**config.mk**
```make
export PLATFORM = sky130hd
export DESIGN_NAME = uart_chan_router
export DESIGN_NICKNAME = d
export VERILOG_FILES = /design/src/rtl/uart_chan_router.sv
export SDC_FILE = /design/constraint.sdc
export NUM_CORES = 1
export LEC_CHECK = 0
export BUFFER_PORTS_ARGS = -buffer_cell sky130_fd_sc_hd__buf_2
export CORE_AREA = 8 8 152 154
export CTS_CLUSTER_DIAMETER = 80
export DETAILED_ROUTE_END_ITERATION = 7
export DIE_AREA = 0 0 160 162
export PLACE_DENSITY_LB_ADDON = 0.1
export SLEW_MARGIN = 20
export SYNTH_ARGS = -nofsm -noshare
export SYNTH_HDL_FRONTEND = slang
export SYNTH_SLANG_ARGS = --single-unit
```
**constraint.sdc**
```tcl
create_clock -name clk -period 4.1 [get_ports clk]
set_input_delay 0 -clock clk [delete_from_list [all_inputs] [get_ports clk]]
set_output_delay 0 -clock clk [all_outputs]
set_load 0.1 [all_outputs]
```
**src/rtl/uart_chan_router.sv**
```systemverilog
module uart_chan_router #(
  parameter int DW = 8,
  parameter int RX_DEPTH = 16,
  parameter int TX_DEPTH = 16,
  localparam int RXA = $clog2(RX_DEPTH),
  localparam int TXA = $clog2(TX_DEPTH),
  localparam int RXC = $clog2(RX_DEPTH + 1),
  localparam int TXC = $clog2(TX_DEPTH + 1)
) (
  input  logic           clk,
  input  logic           rst_n,
  input  logic [1:0]     chmode,
  input  logic           ctrl_wr,
  input  logic [8:0]     ctrl_wdata,
  output logic [8:0]     ctrl_q,
  input  logic           rx_valid,
  input  logic [DW-1:0]  rx_data,
  output logic           rx_ready,
  input  logic           dr_wr,
  input  logic [DW-1:0]  dr_wdata,
  input  logic           dr_rd,
  output logic [DW-1:0]  dr_rdata,
  output logic           tx_valid,
  output logic [DW-1:0]  tx_data,
  input  logic           tx_ready,
  output logic [RXC-1:0] rx_count,
  output logic [TXC-1:0] tx_count,
  output logic           ovr_evt
);
  localparam logic [8:0] CTRL_INIT = 9'h128;
  localparam logic [RXC-1:0] RX_FULLV = RXC'(RX_DEPTH);
  localparam logic [TXC-1:0] TX_FULLV = TXC'(TX_DEPTH);

  logic [8:0] ctrl_r;
  logic [DW-1:0] rxm [RX_DEPTH];
  logic [DW-1:0] txm [TX_DEPTH];
  logic [RXA-1:0] rx_wp, rx_rp;
  logic [TXA-1:0] tx_wp, tx_rp;
  logic [RXC-1:0] rx_cnt;
  logic [TXC-1:0] tx_cnt;

  wire m_norm = chmode == 2'd0;
  wire m_echo = chmode == 2'd1;
  wire m_llb  = chmode == 2'd2;
  wire m_rlb  = chmode == 2'd3;

  wire rx_on = ctrl_r[2] & ~ctrl_r[3];
  wire tx_on = ctrl_r[4] & ~ctrl_r[5];
  wire rx_flush = ctrl_wr & ctrl_wdata[0];
  wire tx_flush = ctrl_wr & ctrl_wdata[1];

  wire rx_full = rx_cnt == RX_FULLV;
  wire tx_full = tx_cnt == TX_FULLV;

  assign rx_ready = ((m_norm | m_echo) ? ~rx_full : 1'b1) &
                    ((m_echo | m_rlb)  ? ~tx_full : 1'b1);
  wire rx_hs = rx_valid & rx_ready;

  wire rx_req = (rx_hs & (m_norm | m_echo)) | (dr_wr & m_llb);
  wire tx_req = (rx_hs & (m_echo | m_rlb)) | (dr_wr & m_norm);
  wire [DW-1:0] rx_din = m_llb  ? dr_wdata : rx_data;
  wire [DW-1:0] tx_din = m_norm ? dr_wdata : rx_data;

  wire rx_push = rx_req & rx_on & ~rx_full;
  wire tx_push = tx_req & tx_on & ~tx_full;
  wire rx_ovf  = rx_req & rx_on & rx_full;
  wire tx_ovf  = tx_req & tx_on & tx_full;
  wire rx_pop  = dr_rd & rx_on & (rx_cnt != '0);
  wire tx_pop  = tx_valid & tx_ready;

  always_ff @(posedge clk or negedge rst_n)
    if (!rst_n) ctrl_r <= CTRL_INIT;
    else if (ctrl_wr) ctrl_r <= {ctrl_wdata[8:2], 2'b00};

  always_ff @(posedge clk or negedge rst_n)
    if (!rst_n) ovr_evt <= 1'b0;
    else ovr_evt <= rx_ovf | tx_ovf;

  always_ff @(posedge clk or negedge rst_n)
    if (!rst_n) begin
      rx_wp <= '0; rx_rp <= '0; rx_cnt <= '0;
    end else if (rx_flush) begin
      rx_wp <= '0; rx_rp <= '0; rx_cnt <= '0;
    end else begin
      if (rx_push) rx_wp <= rx_wp + 1'b1;
      if (rx_pop)  rx_rp <= rx_rp + 1'b1;
      rx_cnt <= rx_cnt + RXC'(rx_push) - RXC'(rx_pop);
    end

  always_ff @(posedge clk)
    if (rx_push && !rx_flush) rxm[rx_wp] <= rx_din;

  always_ff @(posedge clk or negedge rst_n)
    if (!rst_n) begin
      tx_wp <= '0; tx_rp <= '0; tx_cnt <= '0;
    end else if (tx_flush) begin
      tx_wp <= '0; tx_rp <= '0; tx_cnt <= '0;
    end else begin
      if (tx_push) tx_wp <= tx_wp + 1'b1;
      if (tx_pop)  tx_rp <= tx_rp + 1'b1;
      tx_cnt <= tx_cnt + TXC'(tx_push) - TXC'(tx_pop);
    end

  always_ff @(posedge clk)
    if (tx_push && !tx_flush) txm[tx_wp] <= tx_din;

  assign ctrl_q   = ctrl_r;
  assign rx_count = rx_cnt;
  assign tx_count = tx_cnt;
  assign tx_valid = tx_cnt != '0;
  assign tx_data  = txm[tx_rp];
  assign dr_rdata = (rx_on && rx_cnt != '0) ? rxm[rx_rp] : '0;
endmodule


```
==> results by group <==
Status
  – Status: complete, no violations

Hold path
  – Worst hold path class: input pin to flop
  – Hold EP: txm[6][6]
  – Min-delay src: rx_data[6]
  – Worst hold path depth: 2

Finish
  – Design Area, Final: approximately 14000 um^2
  – Area Growth Syn to Fin: 14.8%
  – Net count, final: about 840
  – Share of cells above drive strength 1: 0.292
  – Antenna Diode Count: 0

Global route
  – Total gr overflow: 0
  – Largest net degree at the start of global routing: 36
  – Total track usage: 0.193
  – Initial antenna violation count: 0
  – Via count of the first global-routing pass: 6723
  – Global-route wire length before repair: just under 40 mm

Worst setup path
  – Crit path DAT: 3.75 ns
  – Crit. Startpoint: rx_count[3]
  – Flop-to-flop setup slack: between 0.8 and 0.9 ns
  – R2R Path Start: rx_count[3]
  – Worst-path fanout max: 15
  – R2R depth: 16
  – Most used cell along the critical path: inv_1
  – Worst path slowest cell: dfrtp_1
  – Reg2reg end: tx_count[4]
  – Worst path bufs/invs: 5
  – Worst path cell trace: inv_1, ha_1, nand4bb_1, o211ai_1, a211oi_2, buf_4, inv_1, ha_1, inv_1, ha_1, inv_1, fa_1, nor2b_1, o21bai_1, nand3_1, nor3b_1
  – Crit path required time: about 4.6 ns
  – CP Capture Type: flop
  – Kind of critical path: flop to flop
  – Largest stage delay, worst path: ~0.41 ns
  – Top delay family on crit path: adder cells
  – Startpoint class of the critical path: flop

Timing
  – Min Tclk post-route: approximately 3.3 ns
  – Actual slew at the worst max-slew pin: 0.859 ns
  – Finish-stage setup viols: 0
  – RSZ-0062 raised after global routing: false
  – Clock Skews: around 0.015 ns
  – Post-route clock period utilization: 0.804
  – Total negative slack: 0 ns
  – Pins Over Slew Limit: 0
  – Fmax: about 300 MHz
  – Slew HR: 0.424
  – Final count of hold timing violations: 0

Floorplan
  – Die ar.: around 26000 um^2
  – Die height: 162 um
  – Core footprint: 20700 um^2
  – Cell Rows: 53
  – Die X: roughly 160 um
  – Starting Density: 0.592
  – IO Pins: 72

Synth
  – Post-synthesis area per instance: approximately 18 um^2
  – Area contributors post-synth: edfxtp_1 (63%), mux4_2 (12%), dfrtp_1 (6.3%)
  – Yosys warns: 0
  – Mapped cell area: roughly 12000 um^2
  – Top_reg_cell synth: edfxtp_1
  – Synth Instances: between 600 and 700
  – Ys async rst share: 0.117
  – Commonest cells post-synth: edfxtp_1 (256), mux4_2 (64), dfrtp_1 (31), nand2_1 (31), inv_1 (27)
  – Most numerous cell in the Yosys netlist: edfxtp_1
  – Area fraction of the dominant cell type after synthesis: 0.627
  – Post-synth top area cell: edfxtp_1
  – Number of synthesized register bits: 290
  – Library cells used by synthesis: 49
  – Post-synth EDFFs: 256
  – Seq/Total Area, Yosys: 0.697

Route
  – DR vias: approximately 6300
  – Vias per inst: between 5 and 6
  – ANT nets after route: 0
  – DRT Wirelength: 24.5 mm
  – DRC viols: 0
  – DR iter-0 viols: 452
  – DR WL/cell: roughly 23 um
  – DRT Pass-1 Iters: 5

Clocking
  – CTS buffer count: 29
  – Worst-path clk slew: 0.06 ns
  – H-tree levels: 1
  – CTS sink count: 290
  – Max Root-Sink Buffers: 3
  – Root Driver: clkbuf_16
  – Post-CTS sizing: 0
  – Clock Latency Late Sink: between 0.5 and 0.6 ns
  – CTS tree: built

Placement
  – I/O Buffers: between 60 and 70
  – Placed cell area: between 10000 and 15000 um^2
  – Hpwl dp: roughly 16 mm
  – GPL Wtd Cong: 0.746

Power
  – Leak: just under 5 nW
  – Switching part of the total: 0.346
  – Combinational share of power: 0.298
  – Sequential share of power: 0.404
  – Sw power: approximately 3.0 mW
  – VDD IR max: between 0.0005 and 0.0006 V
  – Internal Power: roughly 5.7 mW
  – PD cells: 618 nW/um^2
  – Clock power frac: 0.298

Run
  – Max Cap Viol: 0
==> state kept, by name (all words and copies together), names as in the netlist <==
register,flops
rx_count,5
tx_wp,4
rx_wp,4
ctrl_q,7
rx_rp,4
rxm,128
txm,128
tx_rp,4
ovr_evt,1
tx_count,5
==> cell families (layout without fill, tap and decap cells) <==
logic type | count (synthesis) | in the layout | share of synthesized area
compound gates | 53 | 53 | 0.0323
xor+xnor | 9 | 9 | 0.00643
fa+ha+maj | 24 | 24 | 0.0257
buf+inv | 64 | 190 | 0.0236
flops | 290 | 290 | 0.697
mux | 104 | 104 | 0.153
other cells | 1 | 2 | 0.000306
simple gates | 133 | 133 | 0.0618
==> power by group through the flow <==
stage               logic [mW]  registers [mW]  clock network [mW]
floorplan                 1.82            3.85                   0
global placement          2.52            3.56                   0
detailed placement        2.59            3.58                   0
CTS                       2.62            3.51                2.65
global route              2.77            3.53                2.77
finish                    2.59            3.51                2.60
==> layer usage <==
layer  part of all wire  vias to the layer above  global-route usage
li1                   -                     2886                   -
met5                  0                        -                   0
met3              0.046                       40              0.0329
met1               0.40                     3248               0.241
met4              0.017                        0              0.0399
met2               0.53                      161               0.349
==> stage by stage <==
step | hold WS, ns | cells | power (mW) | utilization | setup WS, ns
6_report | 0.0105 | 1080 | 8.70 | 0.680 | 0.805
5_1_grt | 0.0272 | 1080 | 9.07 | 0.680 | 0.470
4_1_cts | 0.00200 | 1080 | 8.78 | 0.680 | 0.783
3_5_place_dp | 0.139 | 1003 | 6.16 | 0.623 | 0.794
3_3_place_gp | 0.109 | 1003 | 6.08 | 0.623 | 1.04
2_1_floorplan | -0.296 | 679 | 5.67 | - | 0.149
==> placed cells by master (no fill, tap or decap), drive strengths merged, types with 2 or more instances in the layout <==
cell         synthesis  final
fa                   2      2
a21o                 2      2
nand3               10     10
buf                 21     85
dfrtp               31     31
bufinv               0      4
xor2                 7      7
a22oi               16     16
nand4                2      2
mux4                64     64
nor3                12     12
and3                13     13
dlygate4sd3          0     24
or4b                 2      2
clkbuf              15     33
mux2                23     23
nor2                18     18
o21bai               3      3
xnor2                2      2
nor4                 6      6
ha                  22     22
dfstp                3      3
inv                 28     29
nand2               32     32
edfxtp             256    256
conb                 1      2
nor3b                2      2
a211oi              18     18
and2                10     10
nor2b               16     16
nand2b               5      5
mux2i               17     17
a21oi               10     10
clkinv               0     14
==> cell type report <==
class	count	area, um^2
Tap cell	275	344
Timing Repair Buffer	109	706
Clock inverter	20	200
Sequential cell	290	8540
Clock buffer	33	741
Fill cell	1411	6620
Inverter	28	108
Multi-Input combinational cell	325	3420
==> worst register-to-register path, cell delays in order (launching register included) <==
cell,delay [ns]
dfrtp_1,0.41
inv_1,0.09
ha_1,0.16
nand4bb_1,0.28
o211ai_1,0.41
a211oi_2,0.12
buf_4,0.19
inv_1,0.07
ha_1,0.22
inv_1,0.06
ha_1,0.16
inv_1,0.06
fa_1,0.41
nor2b_1,0.20
o21bai_1,0.11
nand3_1,0.08
nor3b_1,0.19
==> repair_timing <==
| action | in CTS | in global routing |
|---|---|---|
| buffers inserted | 0 | 0 |
| endpoints found under the hold margin | 81 | 0 |
| hold buffers | 24 | 0 |
==> worst max path at each step <==
stage             endpoint  slack, ns  cells after the start
2_1_floorplan  dr_rdata[6]       0.15                      5
3_3_place_gp   tx_count[4]       1.04                     16
3_5_place_dp   tx_count[4]       0.79                     16
4_1_cts        tx_count[4]       0.78                     16
5_1_grt        tx_count[4]       0.47                     16
6_report       tx_count[4]       0.80                     16
Note: power is estimated with default switching activity, not from simulation.
